--- config.mk ---
export PLATFORM = sky130hd
export DESIGN_NAME = gp_port
export DESIGN_NICKNAME = d
export VERILOG_FILES = /design/src/rtl/gp_port_pkg.sv /design/src/rtl/gp_rst_sync.sv /design/src/rtl/gp_in_sync.sv /design/src/rtl/gp_fall_cap.sv /design/src/rtl/gp_port.sv
export SDC_FILE = /design/constraint.sdc
export NUM_CORES = 1
export LEC_CHECK = 0
export BUFFER_PORTS_ARGS = -buffer_cell sky130_fd_sc_hd__buf_4
export CORE_ASPECT_RATIO = 0.6
export CORE_UTILIZATION = 41
export CTS_CLUSTER_SIZE = 25
export DETAILED_ROUTE_END_ITERATION = 12
export HOLD_SLACK_MARGIN = 0.12
export PLACE_DENSITY = 0.78
export SETUP_SLACK_MARGIN = 0.3
export SYNTH_ARGS = -nofsm -noshare
export SYNTH_HDL_FRONTEND = slang
export SYNTH_HIERARCHICAL = 1
export SYNTH_SLANG_ARGS = --single-unit
--- constraint.sdc ---
create_clock -name clk -period 1.2 [get_ports clk]
set_input_delay 0.36 -clock clk [delete_from_list [all_inputs] [get_ports clk]]
set_output_delay 0.36 -clock clk [all_outputs]
set_load 0.1 [all_outputs]
--- src/rtl/gp_port_pkg.sv ---
package gp_port_pkg;
  localparam int unsigned BUS_W  = 32;
  localparam int unsigned ADDR_W = 2;

  typedef enum logic [ADDR_W-1:0] {
    SEL_LEVEL = 2'd0,
    SEL_DRIVE = 2'd1,
    SEL_MASK  = 2'd2,
    SEL_CAPT  = 2'd3
  } word_sel_e;
endpackage

--- src/rtl/gp_rst_sync.sv ---
module gp_rst_sync (
  input  logic clk,
  input  logic arst_n,
  output logic rst_n_o
);
  logic meta_q, hold_q;

  always_ff @(posedge clk or negedge arst_n) begin
    if (!arst_n) begin
      meta_q <= 1'b0;
      hold_q <= 1'b0;
    end else begin
      meta_q <= 1'b1;
      hold_q <= meta_q;
    end
  end

  assign rst_n_o = hold_q;
endmodule

--- src/rtl/gp_in_sync.sv ---
module gp_in_sync #(
  parameter int unsigned NPINS = 3
) (
  input  logic             clk,
  input  logic             rst_n,
  input  logic [NPINS-1:0] raw_i,
  output logic [NPINS-1:0] level_o
);
  for (genvar b = 0; b < NPINS; b++) begin : g_bit
    logic stage1_q, stage2_q;
    always_ff @(posedge clk or negedge rst_n) begin
      if (!rst_n) begin
        stage1_q <= 1'b0;
        stage2_q <= 1'b0;
      end else begin
        stage1_q <= raw_i[b];
        stage2_q <= stage1_q;
      end
    end
    assign level_o[b] = stage2_q;
  end
endmodule

--- src/rtl/gp_fall_cap.sv ---
module gp_fall_cap #(
  parameter int unsigned NPINS = 3
) (
  input  logic             clk,
  input  logic             rst_n,
  input  logic [NPINS-1:0] level_i,
  input  logic             clr_en_i,
  input  logic [NPINS-1:0] clr_mask_i,
  output logic [NPINS-1:0] cap_o
);
  logic [NPINS-1:0] last_q;
  logic [NPINS-1:0] fall;
  logic [NPINS-1:0] cap_q, cap_d;
  logic [NPINS-1:0] clr_bits;

  assign fall     = last_q & ~level_i;
  assign clr_bits = clr_en_i ? clr_mask_i : '0;

  // a detected edge outranks a clear in the same clock
  always_comb begin
    cap_d = (cap_q & ~clr_bits) | fall;
  end

  always_ff @(posedge clk or negedge rst_n) begin
    if (!rst_n) begin
      last_q <= '0;
      cap_q  <= '0;
    end else begin
      last_q <= level_i;
      cap_q  <= cap_d;
    end
  end

  assign cap_o = cap_q;

  // without a clear, no set bit may drop
  a_r5_cap_sticky: assert property (@(posedge clk) disable iff (!rst_n)
    !clr_en_i |=> ((cap_q & $past(cap_q)) == $past(cap_q)));

  // a bit may only drop when a 1 was written to it
  a_r6_clear_needs_one: assert property (@(posedge clk) disable iff (!rst_n)
    1'b1 |=> ((~cap_q & $past(cap_q) & ~$past(clr_bits)) == '0));

  // a bit may only rise on a falling edge
  a_r10_set_needs_fall: assert property (@(posedge clk) disable iff (!rst_n)
    1'b1 |=> ((cap_q & ~$past(cap_q) & ~$past(fall)) == '0));
endmodule

--- src/rtl/gp_port.sv ---
module gp_port
  import gp_port_pkg::*;
#(
  parameter int unsigned NPINS = 3
) (
  input  logic             clk,
  input  logic             rst_n,
  input  logic [1:0]       bus_addr,
  input  logic             bus_we,
  input  logic [31:0]      bus_wdata,
  input  logic             bus_re,
  output logic [31:0]      bus_rdata,
  input  logic [NPINS-1:0] pin_in,
  output logic [NPINS-1:0] pin_out,
  output logic [NPINS-1:0] pin_oe,
  output logic             irq
);
  logic             rst_ni;
  word_sel_e        sel;
  logic             wr_level, wr_drive, wr_mask, wr_capt;
  logic [NPINS-1:0] level_s;
  logic [NPINS-1:0] capt;
  logic [NPINS-1:0] out_q, out_d;
  logic [NPINS-1:0] oe_q, oe_d;
  logic [NPINS-1:0] mask_q, mask_d;
  logic [NPINS-1:0] rd_bits;
  logic [BUS_W-1:0] rdata_q, rdata_d;
  logic             unused_wdata;

  assign unused_wdata = ^bus_wdata;

  gp_rst_sync u_rst (
    .clk     (clk),
    .arst_n  (rst_n),
    .rst_n_o (rst_ni)
  );

  gp_in_sync #(.NPINS(NPINS)) u_sync (
    .clk     (clk),
    .rst_n   (rst_ni),
    .raw_i   (pin_in),
    .level_o (level_s)
  );

  assign sel      = word_sel_e'(bus_addr);
  assign wr_level = bus_we && (sel == SEL_LEVEL);
  assign wr_drive = bus_we && (sel == SEL_DRIVE);
  assign wr_mask  = bus_we && (sel == SEL_MASK);
  assign wr_capt  = bus_we && (sel == SEL_CAPT);

  gp_fall_cap #(.NPINS(NPINS)) u_cap (
    .clk        (clk),
    .rst_n      (rst_ni),
    .level_i    (level_s),
    .clr_en_i   (wr_capt),
    .clr_mask_i (bus_wdata[NPINS-1:0]),
    .cap_o      (capt)
  );

  // next-state logic
  always_comb begin
    out_d  = bus_wdata[NPINS-1:0];
    oe_d   = bus_wdata[NPINS-1:0];
    mask_d = bus_wdata[NPINS-1:0];
    unique case (sel)
      SEL_LEVEL: rd_bits = level_s;
      SEL_DRIVE: rd_bits = oe_q;
      SEL_MASK:  rd_bits = mask_q;
      SEL_CAPT:  rd_bits = capt;
      default:   rd_bits = '0;
    endcase
    rdata_d = BUS_W'(rd_bits);
  end

  // registers with explicit enables
  always_ff @(posedge clk or negedge rst_ni) begin
    if (!rst_ni) begin
      out_q   <= '0;
      oe_q    <= '0;
      mask_q  <= '0;
      rdata_q <= '0;
    end else begin
      if (wr_level) out_q   <= out_d;
      if (wr_drive) oe_q    <= oe_d;
      if (wr_mask)  mask_q  <= mask_d;
      if (bus_re)   rdata_q <= rdata_d;
    end
  end

  assign pin_out   = out_q;
  assign pin_oe    = oe_q;
  assign bus_rdata = rdata_q;
  assign irq       = |(capt & mask_q);

  // output levels move only on a level-word write
  a_r2_out_hold: assert property (@(posedge clk) disable iff (!rst_ni)
    !wr_level |=> $stable(pin_out));

  // drive enables move only on a direction-word write
  a_r3_oe_hold: assert property (@(posedge clk) disable iff (!rst_ni)
    !wr_drive |=> $stable(pin_oe));

  // an interrupt needs at least one enabled mask bit
  a_r7_irq_needs_mask: assert property (@(posedge clk) disable iff (!rst_ni)
    irq |-> (mask_q != '0));

  // read data holds between read strobes
  a_r9_rdata_hold: assert property (@(posedge clk) disable iff (!rst_ni)
    !bus_re |=> $stable(bus_rdata));
endmodule

---- Yosys cells after proc, flatten, opt, wreduce, memory -nomap -nowiden ----
Cells that the tools add are included.
W data, S select, Z words.
storage, ports and cells
  flip-flop bits (word level) ............. 26
  bits in latches ......................... 0
  memory bits (writable) .................. 0
  bits in read-only memories .............. 0
  input port bits ......................... 41
  output and inout bits ................... 39
  logic and storage cells ................. 31
  memories ................................ 0
operators by class
  $add $sub $neg .......................... 0
  multipliers ............................. 0
  div/mod/pow operators ................... 0
  $lt $le $gt $ge ......................... 0
  equal/unequal tests ..................... 3
  shift-type cells ........................ 0
  multiplexer cells ....................... 2
  bitwise operators ....................... 6
  reductions and logical operators ........ 6
operators by type and width
  cell                  count
  $pmux W3 S4           1
  $and A3 B3 Y3         3
  $not A3 Y3            2
  $eq A2 B2 Y1 const B  2
  $logic_and A1 B1 Y1   4
  $mux W3               1
  $or A3 B3 Y3          1
  $reduce_or A3 Y1      1
  $eq A2 B1 Y1 const B  1
  $logic_not A2 Y1      1

---- Longest topological paths before layout ----
  word-level depth ........................ 6
  mapped depth ............................ 4
  mapped depth without buffers ............ 3

---- By module ----
The synthesis kept the hierarchy.
by module, submodules not included
  module       instances  cells each  area an instance (µm²)  sequential area each (µm²)
  gp_port      1          72          815.8                   300.3
  gp_fall_cap  1          15          198.9                   150.1
  gp_in_sync   1          9           172.7                   150.1
  gp_rst_sync  1          3           53.8                    50.0

---- Least setup slack after synthesis ----
OpenSTA, ideal clock, no wires.
  path kind ............................... reg-to-output
  start ................................... register mask_q[2]
  end ..................................... output irq
  data arrival time ....................... 1.105 ns
  required time ........................... 0.840 ns
  slack ................................... -0.265 ns
  cell stages (with the launch flop) ...... 3
  buffers on the path ..................... 0
  cells stage by stage .................... dfrtp_1 > a222oi_1 > inv_1
between the ends
  longest elaborated chain between the ends .. 2
RTL lines
  what                      RTL line       source
  start: declaration        gp_port.sv:25  logic [NPINS-1:0] mask_q, mask_d;
  start signal: assignment  gp_port.sv:85  if (wr_mask) mask_q <= mask_d;
  $and A3 B3 Y3             gp_port.sv:93  assign irq = |(capt & mask_q);
  $reduce_or A3 Y1          gp_port.sv:93
  end: declaration          gp_port.sv:16  output logic irq
Every way passes these cells.

---- Worst setup path after layout ----
Same ends and word-level chain as after synthesis.

==> key figures <==
Synth
  – Synth Instances: 99
  – Distinct cells, synth: 16
  – Leading area contributor after synthesis: dfrtp_1
  – Avg Cell Area, Syn: 12.5 um^2
  – Yosys warning total: 6
  – Top cell type's share of synthesized area: 52.4%
  – Top cells by area, synth: dfrtp_1 (52%), buf_4 (19%), mux2_2 (8.2%)
  – FF+latch count, synth: 26
  – Register area share after synthesis: 52.4%
  – Synthesized area: 0.00124 mm^2

Clocking
  – Clock net sink count: 26
  – Maximum level of the CTS H-tree: 1
  – CTS tree: built
  – CTS Root Cell: clkbuf_8
  – Num CTS Buffers: 3
  – Skew-Pair Late Insertion Delay: 0.27 ns
  – CTS clock-pin slew for the worst setup and hold paths: 0.09 ns
  – Clock buffer depth: 2

Final layout
  – Layout area overhead: 38.7%
  – Diodes inserted: 0
  – Final nets: 179
  – Final instance area: 0.00172 mm^2
  – # fillers: 219
  – Share of layout cells above drive strength 1: 46.7%

Placed design
  – Hpwl dp: 1600 um
  – Final GP Congestion: 0.809
  – PortBufs: 21
  – Placed cell area: 0.00146 mm^2

Timing
  – Fin. Hold Viols: 0
  – Unrepaired setup endpoints after global routing: true
  – Worst Skew: 0.00697 ns
  – Final WS setup: -0.499 ns
  – Fmax: 589 MHz
  – Final Critical Period: 1.70 ns
  – Final worst-path cycle share: 142%
  – Final Max Slew Viols: 0
  – Final Setup Violations: 10

Worst setup path
  – Arrival time worst endpoint: 1.34 ns
  – Critical Path Start Type: flip-flop
  – CP max FO: 2
  – R2r setup slk: 0.05 ns
  – Reg-to-reg endpoint: bus_rdata[1]
  – Worst EP required: 0.84 ns
  – Crit Path Category: flip-flop to primary output
  – Crit end category: primary output
  – Launching point of the worst reg2reg path: pin_oe[1]
  – Worst reg2reg path depth: 4

Hold path
  – HP Class: flip-flop to async pin

Floorplan
  – Chip Height: 44.6 um
  – Die ar.: 0.00326 mm^2
  – Starting density of the core: 43.2%
  – Chip Width: 73.0 um
  – Io pins: 80
  – Core ar.: 0.00287 mm^2
  – Core Rows: 15

Outcome
  – Failing checks: setup timing
  – Status: finished, violations left

Global routing
  – Vias in the first global route: 721
  – Total gr overflow: 0
  – First-pass GRT wire length: 3430 um
  – Total Routing Usage GR: 14.8%
  – Initial antenna violation count: 0
  – Largest net degree at the start of global routing: 20

Route
  – Residual DRC: 0
  – DR vias/cell: 4.12
  – Vias: 737
  – DRT iter0 DRCs: 50
  – DR pass1 iterations: 4
  – Aggregate routed wire length: 2130 um
  – Post-route ant nets: 0
  – Drt wl/cell: 11.9 um

Power
  – Leakage: 0.841 nW
  – Maximum vdd drop: 0.000691 V
  – Final Power: 3.17 mW
  – Pwr/cell area: 1840 mW/mm^2

Flow run
  – Max-Cap Viols: 0
==> stage by stage <==
stage | util, % | hold WS (ns) | TNS [ns] | worst slack [ns] | std cells
final | 60.0 | 0.109 | -1.42 | -0.499 | 179
after global placement | 50.9 | 0.104 | -0.299 | -0.193 | 168
after CTS | 58.8 | 0.117 | -1.55 | -0.527 | 176
after detailed placement | 50.9 | 0.109 | -0.385 | -0.237 | 168
after floorplan | - | 0.0644 | -0.161 | -0.161 | 127
after global routing | 60.0 | 0.126 | -1.73 | -0.536 | 179
==> cells in the mapped netlist (all sizes together) <==
master and number:
nand2b 4, conb 2, buf 33, o221ai 3
a22o 3, inv 4, nand2 4, nand3b 2
and3 1, a222oi 1, nor3b 1, mux2i 6
dfrtp 26, mux2 9
==> worst max-delay path, stage by stage (launching register included) <==
cell and delay (ns):
dfrtp_1 0.39, a222oi_1 0.42, inv_2 0.06, buf_6 0.19
==> cells in the final DEF (no fill, tap or decap), types with 4 or more instances in the layout <==
master     n
dfrtp_4    9
buf_4     19
buf_6      8
conb_1    30
mux2_4     6
dfrtp_1   17
nand2_1    4
buf_12    10
clkbuf_8   4
nand2b_1   4
mux2i_1    6
==> state kept, by name, summed over array words and instances, names as in the netlist <==
register               count
u_sync/g_bit.stage1_q      3
pin_oe                     3
u_cap/last_q               3
u_rst/rst_n_o              1
bus_rdata                  3
u_cap/cap_o                3
u_sync/g_bit.stage2_q      3
mask_q                     3
u_rst/meta_q               1
pin_out                    3
==> final cells by class <==
class / instances / area [um^2] / area share (%)
well taps: 42 / 52.6 / 3.05
multi-input cells: 64 / 457 / 26.5
repair buffers: 39 / 458 / 26.6
clock buffers: 4 / 55.1 / 3.20
inverters: 4 / 15.0 / 0.872
flip-flops and latches: 26 / 684 / 39.8
==> power breakdown <==
| part | internal, mW | total (mW) | switching [mW] |
|---|---|---|---|
| registers | 1.01 | 1.11 | 0.0940 |
| clock network | 0.293 | 0.551 | 0.258 |
| logic | 0.486 | 1.51 | 1.03 |
| total | 1.79 | 3.17 | 1.38 |
==> how the worst max path moves through the flow <==
stage | startpoint | end | slack [ns] | depth (start not counted)
2_1_floorplan | mask_q[2] | irq | -0.16 | 2
3_3_place_gp | mask_q[2] | irq | -0.19 | 3
3_5_place_dp | mask_q[2] | irq | -0.24 | 3
4_1_cts | u_cap/cap_o[2] | irq | -0.53 | 3
5_1_grt | mask_q[2] | irq | -0.54 | 3
6_report | mask_q[2] | irq | -0.50 | 3
==> cell families (layout without fill, tap and decap cells) <==
logic type             Yosys count  after routing  synth area share, %
multiplexers                    15             15                 13.0
flip-flops                      26             26                 52.4
other                            2             30                0.605
AO/OA/AOI/OAI                    7              7                 5.04
buffers and inverters           37             47                 21.5
AND/OR/NAND/NOR                 12             12                 7.46
==> routing by layer <==
| metal | up-vias | share of wire (%) | global-route usage, % | wire, um |
|---|---|---|---|---|
| met5 | - | 0 | 0 | 0 |
| met4 | 0 | 1.1 | 4.71 | 23 |
| met3 | 4 | 7.9 | 5.01 | 168 |
| met2 | 35 | 45 | 23.0 | 965 |
| met1 | 354 | 46 | 19.7 | 971 |
| li1 | 344 | - | - | - |
==> what timing repair did <==
item	4_1_cts	5_1_grt
buffers inserted	3	3
hold buffers	1	0
setup endpoints to repair	20	20
pin swaps	5	4
gates resized for setup	34	3
endpoints found under the hold margin	7	0
Power figures use the tool's default switching activity.
